### config.mk
export PLATFORM = sky130hd
export DESIGN_NAME = dch_access_ctrl
export DESIGN_NICKNAME = d
export VERILOG_FILES = /design/src/rtl/dch_pkg.sv /design/src/rtl/dch_thresh.sv /design/src/rtl/dch_arbiter.sv /design/src/rtl/dch_sg.sv /design/src/rtl/dch_access_ctrl.sv
export SDC_FILE = /design/constraint.sdc
export NUM_CORES = 1
export LEC_CHECK = 0
export ABC_AREA = 0
export BUFFER_PORTS_ARGS = -buffer_cell sky130_fd_sc_hd__clkbuf_2
export CAP_MARGIN = 30
export CORE_ASPECT_RATIO = 0.75
export CORE_MARGIN = 5
export CORE_UTILIZATION = 42
export CTS_BUF_LIST = sky130_fd_sc_hd__clkbuf_16
export DETAILED_ROUTE_END_ITERATION = 7
export GPL_TIMING_DRIVEN = 0
export HOLD_SLACK_MARGIN = 0.08
export PLACE_DENSITY = 0.72
export SLEW_MARGIN = 20
export SYNTH_ARGS = -nofsm -noshare
export SYNTH_HDL_FRONTEND = slang
export SYNTH_HIERARCHICAL = 1
export SYNTH_SLANG_ARGS = --single-unit
### constraint.sdc
create_clock -name clk_i -period 2.2 [get_ports clk_i]
set_clock_uncertainty 0.2 [all_clocks]
set_input_delay 0 -clock clk_i [delete_from_list [all_inputs] [get_ports clk_i]]
set_output_delay 0 -clock clk_i [all_outputs]
set_load 0.03 [all_outputs]
### src/rtl/dch_pkg.sv
package dch_pkg;
  typedef enum logic {ST_CNT = 1'b0, ST_TX = 1'b1} arb_st_e;
endpackage

### src/rtl/dch_thresh.sv
module dch_thresh #(
  parameter int CNT_W = 4,
  parameter int LO    = 8,
  parameter int HI    = 10
) (
  input  logic             clk_i,
  input  logic             rst_ni,
  input  logic             cmd_valid_i,
  input  logic             cmd_hi_i,
  input  logic             cnt_zero_i,
  input  logic             success_i,
  input  logic             grant_i,
  output logic [CNT_W-1:0] thr_o
);
  localparam logic [CNT_W-1:0] LO_C = CNT_W'(LO);
  localparam logic [CNT_W-1:0] HI_C = CNT_W'(HI);

  logic cls_req_q, cls_act_q, raised_q;

  always_ff @(posedge clk_i or negedge rst_ni) begin
    if (!rst_ni) begin
      cls_req_q <= 1'b0;
      cls_act_q <= 1'b0;
      raised_q  <= 1'b0;
    end else begin
      if (cmd_valid_i) cls_req_q <= cmd_hi_i;
      // class switches only between attempts
      if (cnt_zero_i) cls_act_q <= cls_req_q;
      if (success_i)    raised_q <= 1'b1;
      else if (grant_i) raised_q <= 1'b0;
    end
  end

  assign thr_o = (cls_act_q ? HI_C : LO_C) + CNT_W'(raised_q);
endmodule

### src/rtl/dch_arbiter.sv
module dch_arbiter
  import dch_pkg::*;
#(
  parameter int CNT_W = 4
) (
  input  logic             clk_i,
  input  logic             rst_ni,
  input  logic             en_i,
  input  logic             slot_i,
  input  logic             echo_i,
  input  logic             l2_d_i,
  input  logic             l2_eof_i,
  input  logic [CNT_W-1:0] thr_i,
  output logic             d_o,
  output arb_st_e          st_o,
  output logic [CNT_W-1:0] cnt_o,
  output logic             grant_o,
  output logic             success_o
);
  localparam int CW1 = CNT_W + 1;

  arb_st_e          st_q;
  logic [CNT_W-1:0] cnt_q;
  logic             d_q;
  logic [CW1-1:0]   cnt_inc;
  logic             mism, coll;

  always_comb begin
    cnt_inc   = {1'b0, cnt_q} + CW1'(1);
    mism      = echo_i != d_q;
    grant_o   = en_i && slot_i && (st_q == ST_CNT) && echo_i && (cnt_inc >= {1'b0, thr_i});
    coll      = en_i && slot_i && (st_q == ST_TX) && mism;
    success_o = en_i && slot_i && (st_q == ST_TX) && !mism && l2_eof_i;
  end

  always_ff @(posedge clk_i or negedge rst_ni) begin
    if (!rst_ni) begin
      st_q  <= ST_CNT;
      cnt_q <= '0;
      d_q   <= 1'b1;
    end else if (!en_i) begin
      st_q  <= ST_CNT;
      cnt_q <= '0;
      if (slot_i) d_q <= l2_d_i;
    end else if (slot_i) begin
      unique case (st_q)
        ST_CNT: begin
          if (grant_o) begin
            st_q  <= ST_TX;
            cnt_q <= '0;
            d_q   <= l2_d_i;
          end else begin
            cnt_q <= echo_i ? cnt_inc[CNT_W-1:0] : '0;
            d_q   <= 1'b1;
          end
        end
        ST_TX: begin
          if (coll || success_o) begin
            st_q  <= ST_CNT;
            cnt_q <= '0;
            d_q   <= 1'b1;
          end else begin
            d_q <= l2_d_i;
          end
        end
        default: st_q <= ST_CNT;
      endcase
    end
  end

  assign d_o   = d_q;
  assign st_o  = st_q;
  assign cnt_o = cnt_q;
endmodule

### src/rtl/dch_sg.sv
module dch_sg
  import dch_pkg::*;
#(
  parameter int CNT_W  = 4,
  parameter int FBIT_W = 7,
  parameter int SG_POS = 90,
  parameter int LEAD   = 2
) (
  input  logic              clk_i,
  input  logic              rst_ni,
  input  logic              en_i,
  input  logic [FBIT_W-1:0] frm_bit_i,
  input  arb_st_e           st_i,
  input  logic [CNT_W-1:0]  cnt_i,
  input  logic [CNT_W-1:0]  thr_i,
  output logic              sg_o
);
  localparam int CW1 = CNT_W + 1;

  logic go, sg_q;

  // go one frame ahead: LEAD = D slots per multiplexed frame
  assign go = (st_i == ST_TX) || (({1'b0, cnt_i} + CW1'(LEAD)) >= {1'b0, thr_i});

  always_ff @(posedge clk_i or negedge rst_ni) begin
    if (!rst_ni)                          sg_q <= 1'b1;
    else if (!en_i)                       sg_q <= 1'b0;
    else if (frm_bit_i == FBIT_W'(SG_POS)) sg_q <= !go;
  end

  assign sg_o = sg_q;
endmodule

### src/rtl/dch_access_ctrl.sv
module dch_access_ctrl
  import dch_pkg::*;
#(
  parameter int CNT_W    = 4,
  parameter int CLS_LO   = 8,
  parameter int CLS_HI   = 10,
  parameter int FRM_BITS = 96,
  parameter int SG_POS   = 90,
  parameter int LEAD     = 2,
  localparam int FBIT_W  = $clog2(FRM_BITS)
) (
  input  logic              clk_i,
  input  logic              rst_ni,
  input  logic [2:0]        mode_i,
  input  logic              cls_cmd_valid_i,
  input  logic              cls_cmd_hi_i,
  input  logic              dslot_i,
  input  logic              echo_i,
  input  logic              l2_d_i,
  input  logic              l2_eof_i,
  input  logic [FBIT_W-1:0] frm_bit_i,
  output logic              d_o,
  output logic              sg_o
);
  logic             arb_en;
  arb_st_e          arb_st;
  logic [CNT_W-1:0] arb_cnt, thr;
  logic             grant, success;

  assign arb_en = (mode_i == 3'b001) || (mode_i == 3'b011);

  dch_thresh #(.CNT_W(CNT_W), .LO(CLS_LO), .HI(CLS_HI)) u_thresh (
    .clk_i      (clk_i),
    .rst_ni     (rst_ni),
    .cmd_valid_i(cls_cmd_valid_i),
    .cmd_hi_i   (cls_cmd_hi_i),
    .cnt_zero_i ((arb_st == ST_CNT) && (arb_cnt == '0)),
    .success_i  (success),
    .grant_i    (grant),
    .thr_o      (thr)
  );

  dch_arbiter #(.CNT_W(CNT_W)) u_arb (
    .clk_i    (clk_i),
    .rst_ni   (rst_ni),
    .en_i     (arb_en),
    .slot_i   (dslot_i),
    .echo_i   (echo_i),
    .l2_d_i   (l2_d_i),
    .l2_eof_i (l2_eof_i),
    .thr_i    (thr),
    .d_o      (d_o),
    .st_o     (arb_st),
    .cnt_o    (arb_cnt),
    .grant_o  (grant),
    .success_o(success)
  );

  dch_sg #(.CNT_W(CNT_W), .FBIT_W(FBIT_W), .SG_POS(SG_POS), .LEAD(LEAD)) u_sg (
    .clk_i    (clk_i),
    .rst_ni   (rst_ni),
    .en_i     (arb_en),
    .frm_bit_i(frm_bit_i),
    .st_i     (arb_st),
    .cnt_i    (arb_cnt),
    .thr_i    (thr),
    .sg_o     (sg_o)
  );
endmodule

==> results of run 1 <==
## Yosys cell counts, types with 2 or more instances
library cell	number
nand4b_1	2
ha_1	10
nand3_1	6
buf_4	4
conb_1	2
inv_1	12
o21ai_0	2
a21oi_1	4
xor2_1	2
nand2_1	3
o21ai_1	2
a31o_1	2
a22o_1	2
dfrtp_1	8
nor2b_1	3
nor2_1	4
dfstp_2	2
o21a_1	2
## state kept, by name, indices dropped and copies added (netlist names)
name	count
u_thresh/raised_q	1
u_arb/cnt_o	4
u_sg/sg_o	1
u_arb/st_o	1
u_arb/d_o	1
u_thresh/cls_req_q	1
u_thresh/cls_act_q	1
## repair_timing
action | in CTS | in global routing
gates resized for setup | 5 | 4
buffers inserted | 3 | 1
hold buffers | 14 | 0
pin swaps | 1 | 4
endpoints found under the setup margin | 7 | 3
endpoints found under the hold margin | 18 | 0
cloned | 0 | 0
## metrics by stage
step | instances | TNS, ns | area (sq um) | utilization [%]
2_1_floorplan | 93 | 0 | 888 | -
3_3_place_gp | 134 | -0.297 | 1000 | 49.8
3_5_place_dp | 134 | -0.619 | 1000 | 49.8
4_1_cts | 155 | 0 | 1260 | 62.7
5_1_grt | 156 | 0 | 1290 | 63.9
6_report | 156 | 0 | 1290 | 63.9
## cells by family (layout without fill, tap and decap cells)
group / Yosys count / in the layout / synth area share [%]
flops: 10 / 10 / 28.5
compound gates: 21 / 21 / 19.4
other cells: 2 / 2 / 0.845
simple gates: 25 / 25 / 17.3
xor+xnor: 4 / 4 / 4.79
mux: 4 / 4 / 5.35
fa+ha+maj: 10 / 10 / 14.1
buf+inv: 17 / 56 / 9.72
## layout make-up
type	instances	share of cell area [%]
Buffer	5	3.21
Clock buffer	3	5.83
Clock inverter	1	0.292
Inverter	12	3.50
Multi-Input combinational cell	66	45.2
Sequential cell	10	19.8
Tap cell	24	2.33
Timing Repair Buffer	35	19.8
## path summary, 6_finish.rpt
| check | startpoint | to |
|---|---|---|
| worst min register to register | u_thresh/raised_q | u_thresh/raised_q |
| max in group asynchronous | rst_ni | u_arb/cnt_o[0] |
| min in group asynchronous | rst_ni | u_sg/sg_o |
| worst max-delay path | u_arb/cnt_o[0] | u_arb/cnt_o[2] |
| worst min-delay path | echo_i | u_arb/cnt_o[1] |
| worst max register to register | u_arb/cnt_o[0] | u_arb/cnt_o[2] |
## worst max-delay path, cell delays in order (launching register included)
cell,delay [ns]
dfrtp_2,0.43
ha_4,0.17
xor2_1,0.14
ha_1,0.33
nand2_2,0.07
o21ai_4,0.17
a311oi_2,0.13
a221o_1,0.35
## power by group through the flow
stage          clock, mW  sequential (mW)  combinational [mW]
2_1_floorplan          0            0.206              0.0562
3_3_place_gp           0            0.203              0.0873
3_5_place_dp           0            0.204              0.0915
4_1_cts            0.329            0.201               0.120
5_1_grt            0.347            0.201               0.139
6_report           0.324            0.200               0.124
## routing by layer
layer / vias up / wire, microns / track usage, %
met5: - / 0 / 0
met1: 372 / 1000 / 19.4
met4: 0 / 23 / 3.53
li1: 406 / - / -
met3: 2 / 144 / 5.68
met2: 33 / 966 / 22.4
==> results.txt, run 1 <==
status - finished, final reports clean
Seq pwr share - 30.9%
post-synthesis cell count - 93
largest net degree at the start of global routing - 11
TritonRoute pass-1 iters - 4
Slew Limit Fails - 0
critical path capture point type - register
synth top area cells - dfrtp_1 23%, ha_1 14%, dfstp_2 5.9%
EDFF count, synth - 0
R2R setup slack - 0.09 ns
H-Tree Depth - 1
remaining antenna violation count - 0
Switch Pwr - 150 uW
Ys Warns - 6
post-synth top area cell - dfrtp_1
fmax - 474 MHz
switching part of the total - 23.1%
area of the multi-input gates - 582 sq um
Boundary Pins - 20
pre-CTS setup slack - -0.189 ns
Detailed Route Iter0 Violations - 91
initial antenna violation count - 0
Worst Setup Slack, final - 0.0923 ns
gr usage total - 14.7%
layout cells sized above 1 - 34.1%
worst hold path class - input port to register
CP Launch Type - register
RSZ-0062 raised after global routing - false
worst path required time - 2.12 ns
ys async rst share - 100%
clock latency at the later pin of the worst-skew pair - 0.24 ns
sequential area share after synthesis - 28.5%
synth unique cells - 39
DPL Wire Length - 1490 microns
PortBufs - 17
GP Congestion - 0.823
P&R area growth vs syn - 44.9%
filler cell count - 150
CTS tree - done
Die W - 63.1 microns
P_leak - 0.633 nW
cells on worst reg2reg path - 7
Fin. Hold Viols - 0
total power - 648 uW
clock slew at reported path FFs - 0.04 ns
Setup-failing EPs final - 0
Yosys reg bits - 10
clk sinks - 10
commonest non-fill, non-tap cell in the layout - clkbuf_2
Nets - 161
Max FO, Critical Path - 4
CTS Buf Count - 3
Pint - 499 uW
grt total ovfl - 0
DRC violations left - 0
part of the power in combinational logic - 19.1%
Crit Path Class - register to register
FF+latch area - 255 sq um
Core Rows - 14
vias in the first global route - 818
core area - 2010 sq um
DIE AREA - 3140 sq um
peak supply drop - 0.760 mV
WL per Instance - 13.7 microns
first-pass GRT wire length - 3650 microns
CTS Buffer Depth - 2
Mapped Avg Cell Area - 9.55 sq um
most frequent cells in the layout - 17 x clkbuf_2, 14 x dlygate4sd3_1, 12 x inv_1
Initial Utilization - 44.1%
post-synthesis cell area - 888 sq um
CTS root buffer - clkbuf_16
Clock Power Share - 50.0%
post-synth net total - 121
Final min period - 2.11 ns
Die H - 49.8 microns
Main synth FF type - dfrtp_1
Pwr Density - 504 nW/um^2
WL final - 2140 microns
Vias/cell - 5.21
post-synth top area share - 22.5%
fin crit share - 95.8%
max-cap violations - 0
CP arrival - 2.03 ns
routed via count - 813
Inserted Diodes - 0
hold path depth - 4
Worst Hold Margin - 0.0903 ns
(Power assumes the default switching activity.)
==> inputs of run 2 (changes only) <==
--- a/config.mk
+++ b/config.mk
@@ -8,14 +8,16 @@
 export ABC_AREA = 0
 export BUFFER_PORTS_ARGS = -buffer_cell sky130_fd_sc_hd__clkbuf_2
 export CAP_MARGIN = 30
+export CELL_PAD_IN_SITES_DETAIL_PLACEMENT = 2
+export CELL_PAD_IN_SITES_GLOBAL_PLACEMENT = 2
 export CORE_ASPECT_RATIO = 0.75
 export CORE_MARGIN = 5
-export CORE_UTILIZATION = 42
+export CORE_UTILIZATION = 29
 export CTS_BUF_LIST = sky130_fd_sc_hd__clkbuf_16
 export DETAILED_ROUTE_END_ITERATION = 7
 export GPL_TIMING_DRIVEN = 0
 export HOLD_SLACK_MARGIN = 0.08
-export PLACE_DENSITY = 0.72
+export PLACE_DENSITY = 0.79
 export SLEW_MARGIN = 20
 export SYNTH_ARGS = -nofsm -noshare
 export SYNTH_HDL_FRONTEND = slang
==> constraint.sdc (replaced) <==
create_clock -name clk_i -period 2.2 [get_ports clk_i]
set_clock_uncertainty 0.2 [all_clocks]
set_input_delay 0.55 -clock clk_i [delete_from_list [all_inputs] [get_ports clk_i]]
set_output_delay 0.55 -clock clk_i [all_outputs]
set_load 0.03 [all_outputs]
==> run 2 against run 1 <==
  * Total power is 1.4% lower
  * Utilization is 24 points lower
  * Combinational power is 6% lower
  * Global-route usage is 0.40 points lower
  * Critical path depth is 1 higher
  * Sequential share of layout area is 1.7 points higher
  * Critical endpoint is now u_arb/cnt_o[0]
==> results.txt, run 2 (synthesized netlist as in run 1, its figures left out) <==
WL per Instance - 17.4 microns (+27%)
pre-CTS setup slack - -0.252 ns (-0.0625 ns)
initial antenna violation count - 0 (unchanged)
CP arrival - 2.08 ns (+0.05 ns)
Post-Route Utilization - 40.4% (-24 points)
R2R setup slack - 0.04 ns (-0.05 ns)
Setup-failing EPs final - 0 (unchanged)
CTS tree - done
switching part of the total - 23.9% (+0.76 points)
Worst Setup Slack, final - 0.0436 ns (-0.0487 ns)
grt total ovfl - 0 (unchanged)
hold path depth - 1 (-3)
Pint - 487 uW (-2.3%)
core area - 2940 sq um (+46%)
Switch Pwr - 153 uW (+1.9%)
Vias/cell - 5.13 (-1.5%)
Sum Neg Setup Slack - 0 ns (unchanged)
Clock Power Share - 50.4% (+0.4 points)
P_leak - 0.586 nW (-7.3%)
fmax - 464 MHz (-2.3%)
max-cap violations - 0 (unchanged)
most frequent cells in the layout - 17 x clkbuf_2, 12 x inv_1, 9 x buf_4, 9 x ha_1
layout cells sized above 1 - 39.2% (+5.1 points)
Max FO, Critical Path - 5 (+1)
Initial Utilization - 30.3% (-14 points)
CP Launch Type - register
P&R area growth vs syn - 33.5%
commonest non-fill, non-tap cell in the layout - clkbuf_2
Final min period - 2.16 ns (+0.0487 ns)
r2r endpoint - u_arb/cnt_o[0]
Cell Count, Final, Fillers Out - 158 (+1.3%)
remaining antenna violation count - 0 (unchanged)
GP Congestion - 0.696 (-15%)
DRC violations left - 0 (unchanged)
Setup crit end - u_arb/cnt_o[0]
routed via count - 811 (-0.25%)
clk sinks - 10 (unchanged)
WL final - 2750 microns (+29%)
clock slew at reported path FFs - 0.04 ns (about the same)
Seq pwr share - 31.3% (+0.4 points)
Die W - 73.9 microns (+17%)
first-pass GRT wire length - 4520 microns (+24%)
critical path capture point type - register
Detailed Route Iter0 Violations - 11 (-88%)
top routing layer in use - met4
vias in the first global route - 887 (+8.4%)
CTS root buffer - clkbuf_16
Die H - 57.9 microns (+16%)
gr usage total - 14.3% (-0.40 points)
Fin. Hold Viols - 0 (unchanged)
RSZ-0062 raised after global routing - true
CTS Buf Count - 3 (unchanged)
peak supply drop - 0.430 mV (-43%)
Pwr Density - 539 nW/um^2 (+7.1%)
Crit Path Class - register to register
worst hold path class - register to register
Core Rows - 17 (+3)
H-Tree Depth - 1 (unchanged)
Crit. Startpoint - u_arb/cnt_o[0]
filler cell count - 326 (+120%)
largest net degree at the start of global routing - 11 (unchanged)
TritonRoute pass-1 iters - 2 (-2)
cells on worst reg2reg path - 8 (+1)
worst path required time - 2.12 ns (about the same)
Boundary Pins - 20 (unchanged)
reg2reg start - u_arb/cnt_o[0]
DIE AREA - 4280 sq um (+36%)
DR WL met3 - 162 microns (+13%)
Met1 Wirelength - 1160 microns (+16%)
dpl cells - 148 (+10%)
clock latency at the later pin of the worst-skew pair - 0.24 ns (about the same)
status - finished, final reports clean
PortBufs - 17 (unchanged)
CTS Buffer Depth - 2 (unchanged)
fin crit share - 98.0% (+2.2 points)
routed wl met2 - 1380 microns (+43%)
part of the power in combinational logic - 18.2% (-0.9 points)
Inserted Diodes - 0 (unchanged)
Slew Limit Fails - 0 (unchanged)
DPL Wire Length - 1940 microns (+30%)
max reg flops - 4 (unchanged)
Nets - 149 (-7.5%)
run 2: routing by layer:
metal	global-route usage, %	vias up
li1	-	380
met2	25.5	21
met1	16.4	404
met5	0	-
met3	4.51	6
met4	3.62	0
run 2: through the flow:
step                hold WS (ns)  power, mW  cell area (sq um)
global placement           0.228      0.293               1020
detailed placement         0.228      0.300               1020
global route               0.326      0.673               1190
finish                     0.294      0.640               1190
floorplan                 0.0544      0.262                888
CTS                        0.303      0.638               1170
run 2: power by group through the flow:
stage          clock (mW)  combinational, mW  sequential (mW)
6_report            0.323              0.117            0.200
3_3_place_gp            0             0.0909            0.203
4_1_cts             0.328              0.109            0.201
2_1_floorplan           0             0.0562            0.206
5_1_grt             0.342              0.129            0.202
3_5_place_dp            0             0.0959            0.204
run 2: area by class of cell:
class                           instances  area (sq um)  area share, %
Buffer                                  5          41.3           3.48
Sequential cell                        10           255           21.5
Tap cell                               38          47.5           4.01
Multi-Input combinational cell         66           586           49.4
Clock buffer                            3          75.1           6.33
Inverter                               12          45.0           3.80
Timing Repair Buffer                   23           133           11.2
Clock inverter                          1          3.75          0.316
run 2: worst max-delay path: stages, from the launching register on:
cell	delay [ns]
dfrtp_2	0.42
ha_4	0.19
xor2_1	0.14
ha_1	0.33
nand2_2	0.07
o21ai_4	0.18
buf_4	0.15
a21oi_2	0.08
mux2_2	0.27
run 2: how the worst min path moves through the flow:
stage	start	to
5_1_grt	u_sg/sg_o	u_sg/sg_o
4_1_cts	u_sg/sg_o	u_sg/sg_o
3_5_place_dp	rst_ni	u_thresh/cls_act_q
2_1_floorplan	rst_ni	u_arb/cnt_o[0]
6_report	u_thresh/raised_q	u_thresh/raised_q
3_3_place_gp	rst_ni	u_thresh/raised_q
run 2: timing repair:
action,in CTS,in global routing
setup endpoints to repair,7,3
resized for setup,9,1
hold endpoints to repair,8,0
pin swaps,3,2
hold buffers,1,0
buffers inserted,3,2
==> inputs of run 3 (changes only) <==
--- a/config.mk
+++ b/config.mk
@@ -15,7 +15,6 @@
 export CORE_UTILIZATION = 29
 export CTS_BUF_LIST = sky130_fd_sc_hd__clkbuf_16
 export DETAILED_ROUTE_END_ITERATION = 7
-export GPL_TIMING_DRIVEN = 0
 export HOLD_SLACK_MARGIN = 0.08
 export PLACE_DENSITY = 0.79
 export SLEW_MARGIN = 20
==> run 3 against run 2 <==
  * Hold slack worse by 0.0060 ns
  * Setup slack worse by 0.023 ns
  * Die area stayed put
  * Global-route usage is 1.3 points lower
  * Via count is 4.3% lower
  * Maximum frequency is 1.0% lower
  * Critical endpoint is now u_arb/cnt_o[2]
  * Critical path type unchanged
  * Register-to-register slack worse by 0.02 ns
  * Sequential cell count stayed put
  * Total power is 2.7% lower
==> results.txt, run 3 (synthesized netlist as in run 1, its figures left out) <==
routed via count - 776 (-4.3%)
commonest non-fill, non-tap cell in the layout - clkbuf_2
CP arrival - 2.09 ns (about the same)
worst hold path class - register to register
worst path required time - 2.11 ns (about the same)
Slew Limit Fails - 0 (unchanged)
WL final - 2620 microns (-4.7%)
grt total ovfl - 0 (unchanged)
max reg flops - 4 (unchanged)
pre-CTS setup slack - -0.0500 ns (+0.202 ns)
Setup-failing EPs final - 0 (unchanged)
area of the multi-input gates - 567 sq um (-3.2%)
filler cell count - 336 (+3.1%)
clk sinks - 10 (unchanged)
critical path capture point type - register
status - finished, final reports clean
CTS tree - done
fin crit share - 99.0% (+1.0 points)
Crit Path Class - register to register
GP Congestion - 0.731 (+5.0%)
H-Tree Depth - 1 (unchanged)
Core Rows - 17 (unchanged)
Die H - 57.9 microns (unchanged)
most frequent cells in the layout - 18 x clkbuf_2, 13 x inv_1, 9 x buf_4, 9 x ha_1, 8 x dfrtp_1
first-pass GRT wire length - 4140 microns (-8.4%)
Detailed Route Iter0 Violations - 21 (+10)
peak supply drop - 0.294 mV (-32%)
Worst Setup Slack, final - 0.0209 ns (-0.0227 ns)
CP Launch Type - register
Die W - 73.9 microns (unchanged)
DPL Wire Length - 2060 microns (+5.7%)
Max FO, Critical Path - 4 (-1)
initial antenna violation count - 0 (unchanged)
Inserted Diodes - 0 (unchanged)
max-cap violations - 0 (unchanged)
vias in the first global route - 865 (-2.5%)
Initial Utilization - 30.3% (unchanged)
dpl cells - 151 (+2.0%)
TritonRoute pass-1 iters - 4 (+2)
layout cells sized above 1 - 34.2% (-5.0 points)
fmax - 459 MHz (-1.0%)
Fin. Hold Viols - 0 (unchanged)
Pwr Density - 537 nW/um^2 (-0.41%)
DIE AREA - 4280 sq um (unchanged)
largest net degree at the start of global routing - 11 (unchanged)
CTS Buffer Depth - 2 (unchanged)
DRC violations left - 0 (unchanged)
remaining antenna violation count - 0 (unchanged)
WL per Instance - 16.6 microns (-4.7%)
P_leak - 0.590 nW (+0.68%)
CTS root buffer - clkbuf_16
Worst Hold Margin - 0.288 ns (-0.00600 ns)
Boundary Pins - 20 (unchanged)
Final min period - 2.18 ns (+0.0227 ns)
Vias/cell - 4.91 (-4.3%)
Nets - 149 (unchanged)
clock slew at reported path FFs - 0.04 ns (about the same)
gr usage total - 13.0% (-1.3 points)
P&R area growth vs syn - 30.4%
PortBufs - 18 (+1)
Cell Count, Final, Fillers Out - 158 (unchanged)
CTS Buf Count - 3 (unchanged)
core area - 2940 sq um (unchanged)
FF+latch area - 253 sq um (-0.98%)
RSZ-0062 raised after global routing - true
clock latency at the later pin of the worst-skew pair - 0.23 ns (about the same)
-- run 3: layout make-up --
class                      instances  area share [%]
inverter                          12            3.89
timing repair buffer              28            14.5
clock buffer                       3            6.48
clock inverter                     1           0.324
tap                               38            4.10
sequential                        10            21.8
multi-input combinational         66            48.9
-- run 3: what timing repair did --
item                                    in CTS  in global routing
hold endpoints to repair                     8                  0
pin swaps                                    1                  1
endpoints found under the setup margin       2                  6
hold buffers                                 1                  0
buffers inserted                             0                  2
resized for setup                            1                  2
-- run 3: critical path, cell delays in order (launching register included) --
cell and delay [ns]:
dfrtp_1 0.38, ha_2 0.20, xor2_1 0.14, ha_1 0.31, nand2_1 0.08, o21ai_1 0.13
buf_4 0.16, a311oi_4 0.09, a221o_1 0.35
-- run 3: routing by layer --
layer | routed length (microns) | track usage (%)
met4 | 7 | 2.33
met5 | 0 | 0
met2 | 1270 | 22.7
met1 | 1180 | 15.3
met3 | 155 | 4.68
-- run 3: metrics by stage --
step	instance area, sq um	TNS, ns	utilization (%)	total power, mW
floorplan	888	0	-	0.262
global placement	1040	0	35.3	0.291
detailed placement	1040	-0.0500	35.3	0.296
CTS	1140	0	38.7	0.628
global route	1160	-0.238	39.5	0.656
finish	1160	0	39.5	0.622
-- run 3: path summary, 6_finish.rpt --
check | startpoint | endpoint | slack [ns] | depth (start not counted)
max in group asynchronous | rst_ni | u_sg/sg_o | 1.01 | 2
min reg2reg | u_thresh/cls_req_q | u_thresh/cls_req_q | 0.29 | 1
min in group asynchronous | rst_ni | u_arb/cnt_o[1] | 0.52 | 2
max | u_arb/cnt_o[0] | u_arb/cnt_o[2] | 0.02 | 8
max reg2reg | u_arb/cnt_o[0] | u_arb/cnt_o[2] | 0.02 | 8
min | u_thresh/cls_req_q | u_thresh/cls_req_q | 0.29 | 1
-- run 3: where the power goes --
group | switching (mW) | internal, mW
sequential | 0.00675 | 0.194
clock | 0.0835 | 0.238
combinational | 0.0546 | 0.0455
